`config.mk`:
```
export PLATFORM = sky130hd
export DESIGN_NAME = cascade_irq_arbiter
export DESIGN_NICKNAME = d
export VERILOG_FILES = /design/src/rtl/cascade_irq_arbiter.sv
export SDC_FILE = /design/constraint.sdc
export NUM_CORES = 1
export LEC_CHECK = 0
export BUFFER_PORTS_ARGS = -buffer_cell sky130_fd_sc_hd__clkbuf_2
export CORE_ASPECT_RATIO = 1.75
export CORE_MARGIN = 3
export CORE_UTILIZATION = 55
export DETAILED_ROUTE_END_ITERATION = 8
export HOLD_SLACK_MARGIN = 0.1
export PLACE_DENSITY = 0.87
export SYNTH_ARGS = -nofsm -noshare
export SYNTH_HDL_FRONTEND = slang
export SYNTH_SLANG_ARGS = --single-unit
```
`constraint.sdc`:
```
create_clock -name clk -period 4.85 [get_ports clk]
set_clock_uncertainty 0.15 [all_clocks]
set_input_delay 0.97 -clock clk [delete_from_list [all_inputs] [get_ports clk]]
set_output_delay 0.97 -clock clk [all_outputs]
set_load 0.05 [all_outputs]
```
`src/rtl/cascade_irq_arbiter.sv`:
```
module cascade_irq_arbiter (
  input  logic        clk,
  input  logic        rst_n,
  input  logic [15:0] irq_in,
  input  logic [15:0] irq_mask,
  input  logic [4:0]  mst_base,
  input  logic [4:0]  slv_base,
  input  logic        inta,
  input  logic        poll_rd,
  input  logic        eoi_wr,
  input  logic        eoi_slave,
  input  logic        view_irr,
  output logic        cpu_int,
  output logic [7:0]  vector,
  output logic [3:0]  ack_line,
  output logic [7:0]  poll_data,
  output logic [7:0]  mst_view
);

  logic [15:0] irq_q;
  logic [7:0]  m_irr, m_isr, s_irr, s_isr;
  logic [7:0]  m_irr_n, m_isr_n, s_irr_n, s_isr_n;
  logic [7:0]  vec_n, pd_n;
  logic [3:0]  al_n;
  logic        rdsel, rdsel_n;
  logic [3:0]  m_res, s_res;
  logic [15:0] rise;
  logic [7:0]  m_set, s_set;

  // {valid, line}: lowest pending index that beats every in-service index
  function automatic logic [3:0] resolve(input logic [7:0] req, input logic [7:0] svc);
    logic [3:0] r, s;
    r = 4'd8;
    s = 4'd8;
    for (int i = 7; i >= 0; i--) begin
      if (req[i]) r = 4'(i);
      if (svc[i]) s = 4'(i);
    end
    return (r < s) ? {1'b1, r[2:0]} : 4'b0;
  endfunction

  assign m_res    = resolve(m_irr & ~irq_mask[7:0], m_isr);
  assign s_res    = resolve(s_irr & ~irq_mask[15:8], s_isr);
  assign cpu_int  = m_res[3];
  assign mst_view = rdsel ? m_isr : m_irr;
  assign rise     = irq_in & ~irq_q;
  assign m_set    = {rise[7:3], s_res[3], rise[1:0]};
  assign s_set    = rise[15:8];

  always_comb begin
    m_irr_n = m_irr | m_set;
    s_irr_n = s_irr | s_set;
    m_isr_n = m_isr;
    s_isr_n = s_isr;
    vec_n   = vector;
    al_n    = ack_line;
    pd_n    = poll_data;
    rdsel_n = rdsel;
    if (inta) begin
      if (!m_res[3]) begin
        vec_n = {mst_base, 3'd7};
        al_n  = 4'd7;
      end else if (m_res[2:0] != 3'd2) begin
        m_irr_n[m_res[2:0]] = 1'b0;
        m_isr_n[m_res[2:0]] = 1'b1;
        vec_n = {mst_base, m_res[2:0]};
        al_n  = {1'b0, m_res[2:0]};
      end else begin
        m_irr_n[2] = 1'b0;
        m_isr_n[2] = 1'b1;
        if (s_res[3]) begin
          s_irr_n[s_res[2:0]] = 1'b0;
          s_isr_n[s_res[2:0]] = 1'b1;
          vec_n = {slv_base, s_res[2:0]};
          al_n  = {1'b1, s_res[2:0]};
        end else begin
          vec_n = {slv_base, 3'd7};
          al_n  = 4'hF;
        end
      end
    end else if (poll_rd) begin
      rdsel_n = 1'b1;
      pd_n    = 8'h00;
      if (m_res[3]) begin
        m_irr_n[m_res[2:0]] = 1'b0;
        m_isr_n[m_res[2:0]] = 1'b0;
        if (m_res[2:0] != 3'd2) begin
          pd_n = {1'b1, 4'b0, m_res[2:0]};
        end else if (s_res[3]) begin
          s_irr_n[s_res[2:0]] = 1'b0;
          s_isr_n[s_res[2:0]] = 1'b0;
          pd_n = {1'b1, 4'b0001, s_res[2:0]};
        end
      end
    end else begin
      if (eoi_wr) begin
        if (eoi_slave) s_isr_n = s_isr & (s_isr - 8'd1);
        else           m_isr_n = m_isr & (m_isr - 8'd1);
      end
      if (view_irr) rdsel_n = 1'b0;
    end
  end

  always_ff @(posedge clk or negedge rst_n) begin
    if (!rst_n) begin
      irq_q     <= '0;
      m_irr     <= '0;
      m_isr     <= '0;
      s_irr     <= '0;
      s_isr     <= '0;
      vector    <= '0;
      ack_line  <= '0;
      poll_data <= '0;
      rdsel     <= 1'b0;
    end else begin
      irq_q     <= irq_in;
      m_irr     <= m_irr_n;
      m_isr     <= m_isr_n;
      s_irr     <= s_irr_n;
      s_isr     <= s_isr_n;
      vector    <= vec_n;
      ack_line  <= al_n;
      poll_data <= pd_n;
      rdsel     <= rdsel_n;
    end
  end

  a_r4_cascade_from_slave: assert property (@(posedge clk) disable iff (!rst_n)
    $rose(m_irr[2]) |-> $past(s_res[3]));

  a_r5_int_needs_pending: assert property (@(posedge clk) disable iff (!rst_n)
    cpu_int |-> |(m_irr & ~irq_mask[7:0]));

  a_r6_master_ack: assert property (@(posedge clk) disable iff (!rst_n)
    (inta && m_res[3] && m_res[2:0] != 3'd2) |=>
      (!ack_line[3] && vector[7:3] == $past(mst_base) && m_isr[ack_line[2:0]]));

  a_r7_slave_ack: assert property (@(posedge clk) disable iff (!rst_n)
    (inta && m_res == 4'b1010 && s_res[3]) |=>
      (ack_line[3] && m_isr[2] && s_isr[ack_line[2:0]] && vector[7:3] == $past(slv_base)));

  a_r8_spurious_ack: assert property (@(posedge clk) disable iff (!rst_n)
    (inta && !cpu_int) |=> (ack_line == 4'd7 && $stable(m_isr) && $stable(s_isr)));

  a_r11_poll_selects_isr: assert property (@(posedge clk) disable iff (!rst_n)
    (poll_rd && !inta) |=> (mst_view == m_isr));

endmodule

```
# --- Word level (Yosys, flattened, before mapping) ---
# Cells that the tools add are included.
op_classes:
  order_cmp: 6
  n_reduce_logical: 10
  addsub: 2
  mux: 81
  n_bitwise: 19
  n_eq_ne: 9
ops:
  columns: ["op", "count"]
  rows:
  - ["$mux W8", 31]
  - ["$mux W4", 36]
  - ["$and A8 B8 Y8", 8]
  - ["$not A8 Y8", 4]
  - ["$or A8 B8 Y8", 4]
  - ["$and A16 B16 Y16", 1]
  - ["$not A16 Y16", 1]
  - ["$sub A8 B1 Y8 const B", 2]
  - ["$mux W5", 2]
  - ["$ne A2 B1 Y1 const B", 5]
  - ["$lt A3 B4 Y1 const B", 2]
  - ["$lt A4 B4 Y1", 2]
  - ["$reduce_and A8 Y1", 1]
  - ["$demux W1 S3", 2]
  - ["$ge A3 B1 Y1 const B", 2]
  - ["$mux W1", 6]
  - ["$mux W3", 2]
  - ["$reduce_bool A3 Y1", 2]
  - ["$reduce_and A5 Y1", 1]
  - ["$mux W2", 2]
  - ["$ne A2 B2 Y1 const B", 2]
  - ["$reduce_and A2 Y1", 2]
  - ["$reduce_and A4 Y1", 1]
  - ["$ne A3 B2 Y1 const B", 1]
  - ["other kinds (4)", 5]
word_totals:
  wordCells: 137
  regBits: 69

# --- Logic depth before layout (Yosys ltp) ---
# Gate-level depths: netlist (run 1).
logic_depth:
  depth_word: 23
  ltp_mapped: 13
  mapped_depth_nobuf: 11

# --- Worst setup path before layout (run 1) ---
# Ideal clock, no wire load.
synth_path:
  kind: "input to output"
  startpoint: "in irq_mask[3]"
  endpoint: "out cpu_int"
  n_path_buf: 2
  arrival_ns: 3.213
  slack_ns: 0.517
  required_ns: 3.730
  stages: 10
  cell_sequence: "nor2b_1 > nand2b_1 > or3b_2 > clkbuf_1 > clkinv_1 > ha_1 > a2111oi_2 > o21ai_2 > o21ai_1 > buf_2"
synth_between:
  elab_chain_cells: 8
synth_lines:
  columns: ["element", "line", "rtl"]
  rows:
  - ["start: declaration", "5", "input logic [15:0] irq_mask,"]
  - ["$not A8 Y8", "42", "assign m_res = resolve(m_irr & ~irq_mask[7:0], m_isr);"]
  - ["$and A8 B8 Y8", "42", null]
  - ["$mux W4 (4 in a row)", "36", "if (req[i]) r = 4'(i);"]
  - ["$lt A4 B4 Y1", "39", "return (r < s) ? {1'b1, r[2:0]} : 4'b0;"]
  - ["$mux W4", "39", null]
  - ["end: declaration", "13", "output logic cpu_int,"]
# No other way between the ends.

# --- Worst setup path in the final report (run 1) ---
# Same ends and word-level chain as after synthesis.

==> impl_metrics.json, run 1 <==
{
  "status": "complete, no violations",
  "cts_buffer_depth": 2,
  "synth.most_common_cell": "dfrtp_1",
  "synth_area_leader_cell": "dfrtp_1",
  "slew_headroom": 0.490,
  "power_density_nw_per_um2": 560,
  "grt_use_met2": 0.466,
  "ctsRootBufferMaster": "clkbuf_8",
  "reg2reg_slack_ns": 1.26,
  "r2r_end": "m_isr[5]",
  "async_flop_share": 1.00,
  "ys_ff_latch": 62,
  "fp-row-count": 38,
  "drt_iter0_drc": 353,
  "synthTopCellsByArea": "dfrtp_1, a21oi_1, inv_1, nor2_1, mux2_2",
  "synth_xor_area_frac": 0,
  "holdWs_ns": 0.334,
  "final_area_um2": 4330,
  "worstPathRequired_ns": 3.73,
  "die_y_um": 114,
  "worstHoldPathCells": 2,
  "initial_utilization": 0.576,
  "clkTransAtPathRegs_ns": 0.07,
  "setup_viol": 0,
  "r2r-start": "m_isr[3]",
  "critPathSlowestCell": "a2111oi_2",
  "syn_area_um2": 3640,
  "grt_max_degree": 39,
  "insertion_delay_ns": 0.35,
  "cp_slowest_stage_delay_ns": 0.33,
  "cts_resized": 0,
  "maxSlewViolCount": 0,
  "hpwlAfterDp_um": 7540,
  "cp-end-kind": "primary output",
  "busiest_layer": "met2",
  "cp.arrival_ns": 3.04,
  "clock-sinks": 62,
  "maxCapViolations": 0,
  "final.setup.tns_ns": 0,
  "diodes": 0,
  "dr_total_vias": 3480,
  "worstPathCellList": "clkbuf_2, nor2b_1, nand2b_1, or3b_2, clkinv_1, ha_1, a2111oi_2, o21ai_2, o21ai_1, clkbuf_2",
  "period_needed_ns": 4.16,
  "rsz0062_at_grt": "false",
  "coreArea_um2": 6320,
  "cp_common_cell": "clkbuf_2",
  "ctsHtreeMaxLevel": 3,
  "drt_wl_total_um": 9900,
  "worst_slew_pin_slew_ns": 0.755,
  "synthCells": 401,
  "drive_above_1_share": 0.250,
  "finalCritPeriodShare": 0.858,
  "use_met3": 0.0522,
  "syn_to_final_growth_pct": 18.7,
  "crit_type": "input port to primary output",
  "final_core_util": 0.684,
  "cts_tree": "done",
  "die_w_um": 67.5,
  "dr.pass1.iters": 5,
  "gp_congestion": 1.07,
  "seq_area_frac_synth": 0.426,
  "use_met1": 0.302,
  "post_dp_cell_area_um2": 4090,
  "start_kind": "input port",
  "min_to": "poll_data[3]",
  "yosys.area_share.simple": 0.203,
  "yosys.area.top_type_share": 0.426,
  "synthAdderAreaFrac": 0.0240,
  "r2r_cells": 10,
  "numCtsBuffers": 9,
  "wl_per_cell_um": 17.5,
  "grt_use_total": 0.278,
  "syn_avg_cell_area_um2": 9.09,
  "hold_start": "poll_data[3]",
  "synthMuxAreaShare": 0.0415,
  "max_freq_ghz": 0.240,
  "synth_top_family_by_area": "compound AO/OA/AOI/OAI gates",
  "yosys_warnings": 0,
  "worstPathMaxFanout": 6,
  "ir_drop_uv": 340,
  "synthTopCellsByCount": "dfrtp_1, a21oi_1, inv_1",
  "synth_cell_types": 62,
  "grt_remaining_overflow": 0,
  "ctsHoldBuffers": 0,
  "ioPinCount": 78,
  "via_per_inst": 6.17,
  "dieArea_um2": 7680,
  "route.detailed.drc": 0,
  "grt_pass1_wl_um": 16100,
  "ys.flop_type": "dfrtp_1",
  "layout.nets": 535,
  "antenna_found_initial": 0,
  "synth_compound_area_frac": 0.243,
  "hold_violations": 0,
  "port_buffers": 73,
  "min-delay-path-class": "register to register",
  "power.leakage_nw": 1.91,
  "antenna_left": 0,
  "postCtsSetupBuffers": 0,
  "synth_edf_count": 0,
  "first_global_vias": 3511
}
-- through the flow --
| step | power (W) | setup WS, ns | std cells |
|---|---|---|---|
| 6_report | 0.00242 | 0.688 | 564 |
| 5_1_grt | 0.00254 | 0.552 | 564 |
| 4_1_cts | 0.00242 | 0.700 | 564 |
| 3_5_place_dp | 0.00188 | 0.731 | 548 |
| 3_3_place_gp | 0.00184 | 0.773 | 548 |
| 2_1_floorplan | 0.00157 | 0.517 | 403 |
-- per-layer routing --
metal  share of wire  vias to the layer above
met5               0                        -
met4           0.055                        0
met3           0.066                       47
met2            0.54                      183
met1            0.34                     1642
li1                -                     1608
-- worst max-delay path by stage --
stage / startpoint / end / slack [ns] / depth (start not counted)
4_1_cts: irq_mask[3] / cpu_int / 0.70 / 10
5_1_grt: irq_mask[3] / cpu_int / 0.55 / 10
3_3_place_gp: irq_mask[5] / cpu_int / 0.77 / 10
6_report: irq_mask[3] / cpu_int / 0.69 / 10
3_5_place_dp: irq_mask[3] / cpu_int / 0.73 / 10
2_1_floorplan: irq_mask[3] / cpu_int / 0.52 / 10
-- area by class of cell --
class / instances / area (um2)
fillers: 528 / 2000
repair buffers: 81 / 425
multi-input cells: 288 / 1880
well taps: 80 / 100
clock buffers: 13 / 169
clock inverters: 3 / 65.1
inverters: 37 / 139
flip-flops and latches: 62 / 1550
-- worst max-delay path, delay by kind of cell --
kind                     cells  cell delay (ns)
AO/OA/AOI/OAI                3             0.66
adder cells (fa/ha/maj)      1             0.23
buffers and inverters        3             0.50
AND/OR/NAND/NOR              3             0.66
-- cell families after synthesis --
family / after synthesis
buffers and inverters: 53
and+or+nand+nor: 133
other: 1
DFF: 62
adders and majority gates: 7
AOI/OAI and AO/OA: 131
muxes: 14
-- layout by cell type, fill, tap and decap left out, types with 7 or more instances in the layout --
cell type / instances
o21ai_0: 17
ha_1: 7
nand3_1: 10
a21oi_1: 49
clkbuf_2: 73
dfrtp_1: 62
a31oi_1: 8
buf_4: 8
clkbuf_8: 12
mux2_2: 9
nand2_1: 24
inv_1: 34
o211ai_1: 13
nand2b_1: 16
nor2_1: 31
nor2b_1: 16
-- sequential cells by signal, indices dropped and copies added (netlist names), 5 cells and up --
register   flops
vector         8
m_isr          8
s_irr          8
poll_data      5
m_irr          8
irq_q         15
s_isr          8
-- power by group --
part | total, W | leakage [nW] | internal (W) | switching (W)
Clock | 0.000529 | 0.120 | 0.000331 | 0.000198
Combinational | 0.00116 | 1.13 | 0.000339 | 0.000825
Sequential | 0.000729 | 0.666 | 0.000620 | 0.000109
(Power assumes the default switching activity.)
==> run 2, diff against run 1 <==
--- a/config.mk
+++ b/config.mk
@@ -10,8 +10,9 @@
 export CORE_MARGIN = 3
 export CORE_UTILIZATION = 55
 export DETAILED_ROUTE_END_ITERATION = 8
+export GPL_TIMING_DRIVEN = 0
 export HOLD_SLACK_MARGIN = 0.1
-export PLACE_DENSITY = 0.87
+export PLACE_DENSITY = 0.89
 export SYNTH_ARGS = -nofsm -noshare
 export SYNTH_HDL_FRONTEND = slang
 export SYNTH_SLANG_ARGS = --single-unit
==> run 2 against run 1 <==
  * Setup slack worse by 0.41 ns
  * Sequential share of layout area down 0.30 points
  * Via count up 2.0%
  * Critical path type unchanged
  * Largest cell class unchanged
==> impl_metrics.json, run 2 (synthesized netlist as in run 1, its figures left out) <==
{
  "cellInternalPower_w": 0.00128,
  "ctsHtreeMaxLevel": 3,
  "cp-end-kind": "primary output",
  "pwr-share-comb": 0.493,
  "crit_family": "buffers and inverters",
  "power_density_nw_per_um2": 561,
  "n_fill_cell": 511,
  "max_freq_ghz": 0.219,
  "cts_buffer_depth": 2,
  "antenna_left": 0,
  "worstPathCellList": "clkbuf_2, nor2b_1, nand2b_1, or3b_2, clkinv_2, ha_1, a2111oi_2, o21ai_2, o21ai_4, buf_4, clkbuf_4",
  "setup_viol": 0,
  "period_needed_ns": 4.57,
  "swShare": 0.476,
  "worstHoldPathCells": 2,
  "hold_violations": 0,
  "final_core_util": 0.690,
  "dieArea_um2": 7680,
  "layout_commonest_cell": "clkbuf_2",
  "min-delay-path-class": "register to register",
  "numCtsBuffers": 9,
  "ioPinCount": 78,
  "die_y_um": 114,
  "p_seq_frac": 0.296,
  "path_buf_inv": 4,
  "ctsHoldBuffers": 0,
  "postCtsSetupBuffers": 0,
  "finalCritPeriodShare": 0.942,
  "critPathSlowestCell": "a2111oi_2",
  "clock-sinks": 62,
  "port_buffers": 73,
  "cts_tree": "done",
  "ctsRootBufferMaster": "clkbuf_8",
  "coreArea_um2": 6320,
  "grt_max_degree": 63,
  "die_w_um": 67.5,
  "r2r_cells": 11,
  "worstPathMaxFanout": 10,
  "first_global_vias": 3682,
  "largest-register": "irq_q",
  "layout.nets": 542,
  "crit_type": "input port to primary output",
  "grt_pass1_wl_um": 17100,
  "cp_slowest_stage_delay_ns": 0.32,
  "fp-row-count": 38,
  "p_sw_w": 0.00117,
  "diodes": 0,
  "status": "complete, no violations",
  "dr_total_vias": 3549,
  "maxSlewViolCount": 0,
  "initial_utilization": 0.576,
  "power.leakage_nw": 1.93,
  "final_area_um2": 4360,
  "grt_remaining_overflow": 0,
  "final_cell_mix": "clkbuf_2, dfrtp_1, a21oi_1",
  "gp_congestion": 0.991,
  "grt_use_total": 0.299,
  "ir_drop_uv": 344,
  "route.detailed.drc": 0,
  "clkTransAtPathRegs_ns": 0.07,
  "drt_wl_total_um": 10500,
  "path_depth": 11,
  "cp.arrival_ns": 3.45,
  "dr.pass1.iters": 5,
  "wl_per_cell_um": 18.5,
  "maxCapViolations": 0,
  "hpwlAfterDp_um": 7840,
  "worstPathRequired_ns": 3.73,
  "via_per_inst": 6.22,
  "drive_above_1_share": 0.255,
  "largest_reg_flops": 15,
  "slew_headroom": 0.433,
  "rsz0062_at_grt": "false",
  "worst_slew_pin_slew_ns": 0.839,
  "post_dp_cell_area_um2": 4120,
  "syn_to_final_growth_pct": 19.7,
  "clkPwrFrac": 0.210,
  "insertion_delay_ns": 0.36,
  "antenna_found_initial": 0,
  "start_kind": "input port",
  "drt_iter0_drc": 316
}
run 2: cell types whose count changed in the layout (fill, tap and decap cells not counted), moves of 2 or more:
cell	delta
clkbuf_4	+2
clkbuf_8	-2
buf_2	+2
clkbuf_2	-2
clkbuf_1	+6
clkinv_4	+2
run 2: area by class of cell:
| cell class | instances | area [um2] | area share |
|---|---|---|---|
| inverter | 37 | 140 | 0.0321 |
| buffer | 15 | 85.1 | 0.0195 |
| clock inverter | 5 | 82.6 | 0.0189 |
| multi-input combinational | 288 | 1890 | 0.433 |
| timing repair buffer | 73 | 370 | 0.0849 |
| clock buffer | 11 | 141 | 0.0324 |
| tap | 80 | 100 | 0.0229 |
| sequential | 62 | 1550 | 0.356 |
run 2: final timing paths:
path / start / end / slack [ns]
min in group asynchronous: rst_n / irq_q[1] / 0.58
hold reg to reg: poll_data[1] / poll_data[1] / 0.36
max in group asynchronous: rst_n / vector[7] / 3.41
setup / recovery: irq_mask[3] / cpu_int / 0.28
setup reg to reg: m_irr[3] / s_isr[7] / 0.79
hold / removal: poll_data[1] / poll_data[1] / 0.36
run 2: power by group through the flow:
stage	clock network, W	logic (W)	registers, W
final	0.000515	0.00121	0.000725
after global routing	0.000546	0.00129	0.000736
after CTS	0.000523	0.00119	0.000720
after detailed placement	0	0.00115	0.000729
after global placement	0	0.00113	0.000723
after floorplan	0	0.000734	0.000839
run 2: repair_timing:
action / 4_1_cts / 5_1_grt
gates cloned: 0 / 0
resized for setup: 4 / 2
endpoints found under the setup margin: 1 / 1
run 2: through the flow:
step	worst slack (ns)	setup TNS, ns	cells	hold WS (ns)	total power [W]
2_1_floorplan	0.517	0	403	0.334	0.00157
3_3_place_gp	-0.325	-0.382	556	0.316	0.00185
3_5_place_dp	-0.408	-0.775	556	0.323	0.00188
4_1_cts	0.00865	0	572	0.339	0.00243
5_1_grt	0.146	0	571	0.375	0.00257
6_report	0.281	0	571	0.356	0.00245
run 2: routing by layer:
layer,wire length (um),up-vias,share of wire,GRT usage
met5,0,-,0,0
met4,661,0,0.063,0.218
met3,654,63,0.062,0.0798
met2,5630,186,0.53,0.506
met1,3600,1664,0.34,0.300
li1,-,1636,-,-
run 2: worst register-to-register path, stage by stage (launching register included):
cell	delay, ns
dfrtp_1	0.40
nor2b_1	0.17
nand2b_1	0.22
or3b_2	0.60
clkinv_2	0.17
ha_1	0.25
o211ai_1	0.08
nand2_1	0.21
a2111oi_4	0.58
nor4b_4	0.63
o21ai_2	0.11
a221o_1	0.37
